File: src/rtl/mctl_pkg.sv
package mctl_pkg;

    typedef enum logic [1:0] {
        DG_NORMAL = 2'b00,
        DG_LOCAL  = 2'b01,
        DG_R_INIT = 2'b10,
        DG_R_RESP = 2'b11
    } diag_e;

    typedef struct packed {
        logic  hs_mode;
        logic  lock;
        diag_e diag;
        logic  dtr_n;
        logic  rts_n;
    } ctl_s;

    localparam int CTL_W = $bits(ctl_s);
    localparam logic [CTL_W-1:0] CTL_RST = 6'b00_0011;

    typedef struct packed {
        logic cts_n;
        logic dsr_n;
        logic dcd_n;
        logic lock;
    } reply_s;

    localparam reply_s REPLY_RST = '{cts_n: 1'b1, dsr_n: 1'b1, dcd_n: 1'b1, lock: 1'b0};

    function automatic logic diag_kills_dcd(diag_e d);
        return (d == DG_LOCAL) || (d == DG_R_RESP);
    endfunction

    function automatic logic carrier_n(ctl_s c);
        logic up;
        up = c.lock && (!c.hs_mode || !c.dtr_n);
        return diag_kills_dcd(c.diag) ? 1'b1 : !up;
    endfunction

endpackage

File: src/rtl/mctl_sync.sv
module mctl_sync #(
    parameter int              WIDTH   = 6,
    parameter int              STAGES  = 2,
    parameter logic [WIDTH-1:0] RST_VAL = '0
) (
    input  logic             clk,
    input  logic             rst,
    input  logic [WIDTH-1:0] d_i,
    output logic [WIDTH-1:0] q_o
);
    logic [WIDTH-1:0] stg [STAGES];

    generate
        for (genvar s = 0; s < STAGES; s++) begin : g_stage
            always_ff @(posedge clk) begin
                if (rst)
                    stg[s] <= RST_VAL;
                else if (s == 0)
                    stg[s] <= d_i;
                else
                    stg[s] <= stg[(s == 0) ? 0 : s-1];
            end
        end
    endgenerate

    assign q_o = stg[STAGES-1];
endmodule

File: src/rtl/mctl_sampler.sv
module mctl_sampler #(
    parameter int DIV = 1536
) (
    input  logic       clk,
    input  logic       rst,
    input  logic       rts_n,
    input  logic       dtr_n,
    output logic       stb_o,
    output logic [1:0] ch_o
);
    localparam int CNT_W = $clog2(DIV);
    localparam logic [CNT_W-1:0] LAST = CNT_W'(DIV - 1);

    logic [CNT_W-1:0] cnt_q;
    logic             hit;

    assign hit = (cnt_q == LAST);

    always_ff @(posedge clk) begin
        if (rst) begin
            cnt_q <= '0;
            stb_o <= 1'b0;
            ch_o  <= 2'b11;
        end else begin
            cnt_q <= hit ? '0 : cnt_q + 1'b1;
            stb_o <= hit;
            if (hit)
                ch_o <= {dtr_n, rts_n};
        end
    end
endmodule

File: src/rtl/mctl_rules.sv
module mctl_rules
    import mctl_pkg::*;
(
    input  logic       clk,
    input  logic       rst,
    input  ctl_s       ctl,
    input  logic [1:0] loc_ch,
    input  logic [1:0] far_ch,
    input  logic       far_vld,
    output reply_s     rep_o
);
    logic [1:0] far_q;
    reply_s     nxt;

    always_ff @(posedge clk) begin
        if (rst)
            far_q <= 2'b11;
        else if (far_vld)
            far_q <= far_ch;
    end

    always_comb begin
        nxt.lock  = ctl.lock;
        nxt.dcd_n = carrier_n(ctl);
        if (ctl.hs_mode) begin
            nxt.dsr_n = 1'b0;
            nxt.cts_n = !(ctl.lock && !ctl.rts_n);
        end else if (ctl.diag != DG_NORMAL) begin
            nxt.cts_n = loc_ch[0];
            nxt.dsr_n = loc_ch[1];
        end else begin
            nxt.cts_n = far_q[0];
            nxt.dsr_n = far_q[1];
        end
    end

    always_ff @(posedge clk) begin
        if (rst)
            rep_o <= REPLY_RST;
        else
            rep_o <= nxt;
    end
endmodule

File: src/rtl/modem_ctl.sv
module modem_ctl
    import mctl_pkg::*;
#(
    parameter int DIV = 1536
) (
    input  logic       clk,
    input  logic       rst,
    input  logic       hs_mode_i,
    input  logic       rts_n_i,
    input  logic       dtr_n_i,
    input  logic       lock_i,
    input  logic [1:0] diag_i,
    input  logic [1:0] far_ch_i,
    input  logic       far_vld_i,
    output logic [1:0] smp_ch_o,
    output logic       smp_stb_o,
    output logic       cts_n_o,
    output logic       dsr_n_o,
    output logic       dcd_n_o,
    output logic       lock_o
);
    ctl_s   ctl_raw;
    ctl_s   ctl_q;
    reply_s rep;

    always_comb begin
        ctl_raw.hs_mode = hs_mode_i;
        ctl_raw.lock    = lock_i;
        ctl_raw.diag    = diag_e'(diag_i);
        ctl_raw.dtr_n   = dtr_n_i;
        ctl_raw.rts_n   = rts_n_i;
    end

    mctl_sync #(.WIDTH(CTL_W), .STAGES(2), .RST_VAL(CTL_RST)) u_sync (
        .clk (clk),
        .rst (rst),
        .d_i (ctl_raw),
        .q_o (ctl_q)
    );

    mctl_sampler #(.DIV(DIV)) u_smp (
        .clk   (clk),
        .rst   (rst),
        .rts_n (ctl_q.rts_n),
        .dtr_n (ctl_q.dtr_n),
        .stb_o (smp_stb_o),
        .ch_o  (smp_ch_o)
    );

    mctl_rules u_rules (
        .clk     (clk),
        .rst     (rst),
        .ctl     (ctl_q),
        .loc_ch  (smp_ch_o),
        .far_ch  (far_ch_i),
        .far_vld (far_vld_i),
        .rep_o   (rep)
    );

    assign cts_n_o = rep.cts_n;
    assign dsr_n_o = rep.dsr_n;
    assign dcd_n_o = rep.dcd_n;
    assign lock_o  = rep.lock;
endmodule

File: config.mk
export PLATFORM = sky130hd
export DESIGN_NAME = modem_ctl
export DESIGN_NICKNAME = d
export VERILOG_FILES = /design/src/rtl/mctl_pkg.sv /design/src/rtl/mctl_sync.sv /design/src/rtl/mctl_sampler.sv /design/src/rtl/mctl_rules.sv /design/src/rtl/modem_ctl.sv
export SDC_FILE = /design/constraint.sdc
export NUM_CORES = 1
export LEC_CHECK = 0
export ABC_AREA = 1
export CAP_MARGIN = 40
export CORE_ASPECT_RATIO = 1.1
export CORE_UTILIZATION = 25
export DETAILED_ROUTE_END_ITERATION = 10
export GPL_TIMING_DRIVEN = 0
export PLACE_DENSITY = 0.54
export SYNTH_ARGS = -nofsm -noshare
export SYNTH_HDL_FRONTEND = slang
export SYNTH_HIERARCHICAL = 1
export SYNTH_SLANG_ARGS = --single-unit
export TNS_END_PERCENT = 100
File: constraint.sdc
create_clock -name clk -period 1.5 [get_ports clk]
set_clock_uncertainty 0.15 [all_clocks]
set_input_delay 0.375 -clock clk [delete_from_list [all_inputs] [get_ports clk]]
set_output_delay 0.375 -clock clk [all_outputs]
set_load 0.02 [all_outputs]
Word-level counts from Yosys, hierarchy flattened. Memory sizes are Yosys's and may differ from the RTL's. Index checks and enable logic that the tools add are counted.

Flip-flop bits (word level): 20. RAM bits: 12. Bits of input ports: 11. Output and inout port bits: 7. Word-level logic and storage cells: 34. Memories kept: 1.

Add/sub/neg operators: 1. Equality and inequality tests: 3. Multiplexer cells: 7. Bitwise gates (word level): 2. Reductions and logical operators: 12.

Memory list: u_sync.stg (words 2, width 6, rd ports 2, clocked after Yosys merged registers in 0, wr ports 2, RTL line mctl_sync.sv:11) `logic [WIDTH-1:0] stg [STAGES];`.

Operator list (count): $mux 6 (2); $add 11x1->11 const B (1); $eq 11x11->1 const B (1); $logic_not 1->1 (5); $mux 2 (2); $reduce_or 2->1 (2); $mux 1 (3); $eq 2x1->1 const B (1); $eq 2x2->1 const B (1); $logic_and 1x1->1 (2); $logic_or 1x1->1 (2); $or 1x1->1 (2); $reduce_bool 2->1 (1).

Depth between registers and ports, before layout.
Depth in word-level cells: 4. Gate-level depth with buffers: 7. Depth with buffers taken out: 7.

Modules after synthesis. Netlist, hierarchy kept.

Modules (own cells, without submodules): mctl_sampler (instances 1, cells each 77, area each 660.6 um^2, sequential area each 280.3 um^2); mctl_sync (instances 1, cells each 38, area each 345.3 um^2, sequential area each 240.2 um^2); mctl_rules (instances 1, cells each 34, area each 237.7 um^2, sequential area each 120.1 um^2).

Least setup slack after synthesis. OpenSTA, ideal clock, no wires.

Path type: register to register. Start point: reg u_smp.cnt_q[0]. End point: reg u_smp.ch_o[0]. Setup time: 0.131 ns. Arrival time: 1.023 ns. Required time: 1.219 ns. Slack: 0.195 ns. Cell stages (with the launch flop): 7. Path buffers: 0. Clock period less this slack: 1.305 ns. Cell sequence: dfxtp_1 > ha_1 > nand2_1 > nor2_4 > nand3_4 > nand2_1 > nand3_1.

Cells in the longest elaborated chain, start to end: 1.

Ends and longest elaborated chain: start: declaration (RTL line mctl_sampler.sv:14) `logic [CNT_W-1:0] cnt_q;`; start signal: assignment (RTL line mctl_sampler.sv:25) `cnt_q <= hit ? '0 : cnt_q + 1'b1;`; $eq 11x11->1 (RTL line mctl_sampler.sv:17) `assign hit = (cnt_q == LAST);`; end signal: assignment (RTL line mctl_sampler.sv:28) `ch_o <= {dtr_n, rts_n};`; end: declaration (RTL line mctl_sampler.sv:9) `output logic [1:0] ch_o`.

Every way passes these cells. A chain may end at the register's enable or synchronous reset.

Final worst setup path.
Start point: reg u_smp.ch_o[1]. End point: out smp_ch_o[1].

RTL lines: end: declaration (RTL line modem_ctl.sv:15) `output logic [1:0] smp_ch_o,`.

No word-level cell between the ends.

==> run_results.csv <==
group,metric,value,unit
power,internal_power,0.00143,W
floorplanning,die_x,69.3,um
global_route,antenna_found_initial,0,
setup_path,critPathTopFamily,"flip-flops",
synth,synth_area_leaders,"dfxtp_1 (52%), inv_1 (7.8%), nand2_1 (7.2%)",
clock_tree,clockRootBuffer,"clkbuf_8",
power,combPwrFrac,6.0,%
synth,synthAdderAreaFrac,1.01,%
setup_path,critical_path_peak_fanout,3,
global_route,grt_max_degree,12,
finish,fillers,492,
synth,synth_area_per_cell,8.35,um^2
synth,synth_cell_types,22,
power,power.net_switching,0.000389,W
timing,min_period,1.44,ns
setup_path,end_kind,"output pin",
finish,layout_common_cells,"dfxtp_1 (31), inv_1 (25), nand2_1 (24)",
clock_tree,clk_path_buf_depth,2,
floorplanning,coreArea,4720,um^2
place,place.detailed.hpwl,1.42,mm
job,max-cap-violations,0,
clock_tree,cts_tree,"done",
synth,syn_nets,161,
floorplanning,initial_core_util,26.4,%
synth,synth_top_family_by_area,"simple AND/OR/NAND/NOR gates",
finish,drive_above_1_share,20.1,%
synth,yosysSeqAreaShare,51.5,%
synth,synth_warnings,6,
global_route,grtUsageTotal,8.85,%
setup_path,critPathBufInv,1,
floorplanning,io_pins,18,
floorplanning,die_h,76.0,um
place,dpl_cell_area,1480,um^2
synth,yosys.area_share.simple,30.7,%
finish,multi_input_area,485,um^2
timing,fmax,0.695,GHz
timing,tightest_slew,0.301,ns
finish,mostFrequentLayoutCell,"dfxtp_1",
route,route.detailed.wl_per_inst,8.56,um
hold_path,worstHoldPathType,"register to register",
setup_path,worstPathRequired,0.97,ns
global_route,grt_pass1_wl,3.56,mm
setup_path,path_class,"register to output pin",
setup_path,rrSetupSlack,0.15,ns
clock_tree,htree_levels,2,
synth,synthMuxAreaShare,0,%
setup_path,slowest_stage,"dfxtp_1",
route,ant_nets,0,
power,power_frac_seq,49.2,%
finish,fin_util,33.7,%
setup_path,timing.rr.end,"u_smp/cnt_q[5]$_SDFF_PP0_",
power,power_frac_clock,44.8,%
clock_tree,numCtsBuffers,5,
clock_tree,insertion_delay,0.28,ns
setup_path,start_kind,"register",
finish,nNetsFinal,185,
synth,yosys.area.top_type_share,51.5,%
finish,area_growth,27.8,%
setup_path,crit_arrival,0.91,ns
status,run_status,"complete, no violations",
synth,synth_seq_cells,32,
timing,setup_violations,0,
route,dr.pass1.iters,4,
finish,fin_area,1590,um^2
setup_path,max_stage_delay,0.36,ns
route,drt-initial-drc-count,41,
setup_path,ff2ff_path_depth,6,
timing,maxSlewHeadroom,79.8,%
clock_tree,path_clk_slew,0.07,ns
setup_path,endpoint,"smp_ch_o[1]",
synth,netlist_instances,149,
power,irDropWorstVdd,0.335,mV
timing,drv_slew,0,
route,routed_via_density,3.93,
timing,hold_viol,0,
place,io_buffers,17,
synth,netlist.top_cell.by_area,"dfxtp_1",
place,gp_congestion,0.699,
setup_path,crit_start,"u_smp/ch_o[1]$_SDFFE_PP1N_",
timing,min_period_over_period,95.9,%
synth,synth_area,1240,um^2
setup_path,crit_path_cell_trace,"clkdlybuf4s15_2",
power,sw_frac_of_total,21.5,%
power,p_leak,0.686,nW
global_route,grt_overflow,0,
setup_path,rr_startpoint,"u_smp/cnt_q[0]$_SDFF_PP0_",
setup_path,worst-path-stages,1,
route,drc,0,
synth,synth_xor_area_share,2.11,%
finish,antenna_cells,0,
floorplanning,die_area,5260,um^2
route,drt_wl_total,1.97,mm
route,vias,905,
timing,rsz0062_at_grt,"false",
clock_tree,clock_sinks,32,
floorplanning,row_count,26,
global_route,grt_pass1_vias,835,
synth,synth_compound_area_share,5.03,%
finish,seqCellArea,642,um^2
power,pwr_density_cell,1140,nW/um^2
[synth_stat cells]
cell type and number:
xnor2_1 2, xor2_1 1, inv_2 2, nand2_2 4, nor2_2 6, inv_1 26, nand2_8 1, nand2_1 24
buf_6 1, ha_1 1, a21oi_1 6, o21ai_1 1, dfxtp_1 32, nand3_4 1, or2_0 1, nand3_1 14
nor3_2 1, nor2_4 4, o21ai_0 2, a21oi_2 2, nor2_1 16, clkinv_1 1
[how the worst min path moves through the flow]
stage                                     start                     endpoint  slack, ns  depth (start not counted)
CTS                 u_sync/stg[0][2]$_SDFF_PP0_  u_sync/stg[1][2]$_SDFF_PP0_       0.26                          2
global placement    u_sync/stg[0][3]$_SDFF_PP0_  u_sync/stg[1][3]$_SDFF_PP0_       0.24                          2
global route        u_sync/stg[0][1]$_SDFF_PP1_  u_sync/stg[1][1]$_SDFF_PP1_       0.27                          2
floorplan           u_sync/stg[0][0]$_SDFF_PP1_  u_sync/stg[1][0]$_SDFF_PP1_       0.24                          2
detailed placement  u_sync/stg[0][0]$_SDFF_PP1_  u_sync/stg[1][0]$_SDFF_PP1_       0.24                          2
finish              u_sync/stg[0][2]$_SDFF_PP0_  u_sync/stg[1][2]$_SDFF_PP0_       0.25                          2
[cells by family after synthesis]
kind of cell | Yosys count
AOI/OAI and AO/OA | 11
buffers and inverters | 30
DFF | 32
xor gates and xnor gates | 3
adders and majority gates | 1
and+or+nand+nor | 72
[worst register-to-register path: stages, from the launching register on]
cell     delay (ns)
dfxtp_2        0.35
ha_2           0.19
nand2_1        0.10
nor2_4         0.13
nand3_4        0.15
nand2_8        0.14
nor2_2         0.05
[metrics by stage]
step | hold slack (ns) | power (W) | TNS, ns | cells | setup WS [ns]
after floorplan | 0.237 | 0.000974 | 0 | 149 | 0.195
after global placement | 0.243 | 0.00102 | -3.63 | 222 | -0.265
after detailed placement | 0.243 | 0.00102 | -3.06 | 222 | -0.244
after CTS | 0.256 | 0.00186 | 0 | 230 | 0.0104
after global routing | 0.274 | 0.00191 | 0 | 230 | 0.00602
final | 0.255 | 0.00181 | 0 | 230 | 0.0617
[per-layer routing]
| metal | wire length (um) | GRT usage, % | vias to the layer above |
|---|---|---|---|
| met4 | 78 | 7.35 | 0 |
| li1 | - | - | 496 |
| met5 | 0 | 0 | - |
| met2 | 824 | 12.2 | 20 |
| met3 | 117 | 4.23 | 5 |
| met1 | 949 | 10.2 | 384 |
[sequential cells by signal (all words and copies together) (netlist names)]
signal	flops
u_sync/stg	12
u_smp/cnt_q	11
u_rules/rep_o	4
u_rules/far_q	2
u_smp/ch_o	2
u_smp/stb_o	1
[final cells by class]
class,count,share of cell area [%]
Sequential cell,32,40.4
Tap cell,56,4.41
Clock inverter,3,2.68
Clock buffer,5,4.33
Timing Repair Buffer,17,10.1
Inverter,29,6.85
Buffer,1,0.709
Multi-Input combinational cell,87,30.6
[power by group through the flow]
| stage | registers [W] | logic, W | clock network [W] |
|---|---|---|---|
| after floorplan | 0.000915 | 0.0000591 | 0 |
| after global placement | 0.000911 | 0.000113 | 0 |
| after detailed placement | 0.000912 | 0.000113 | 0 |
| after CTS | 0.000892 | 0.000111 | 0.000855 |
| after global routing | 0.000895 | 0.000124 | 0.000895 |
| final | 0.000892 | 0.000109 | 0.000813 |
[what timing repair did]
| action | in CTS | in global routing |
|---|---|---|
| endpoints found under the setup margin | 7 | 6 |
| resized for setup | 10 | 4 |
| pin swaps | 0 | 1 |
| endpoints found under the hold margin | 0 | 0 |
| hold buffers | 0 | 0 |
| buffers inserted | 0 | 0 |
No activity file was read; power rests on OpenSTA's default activity.
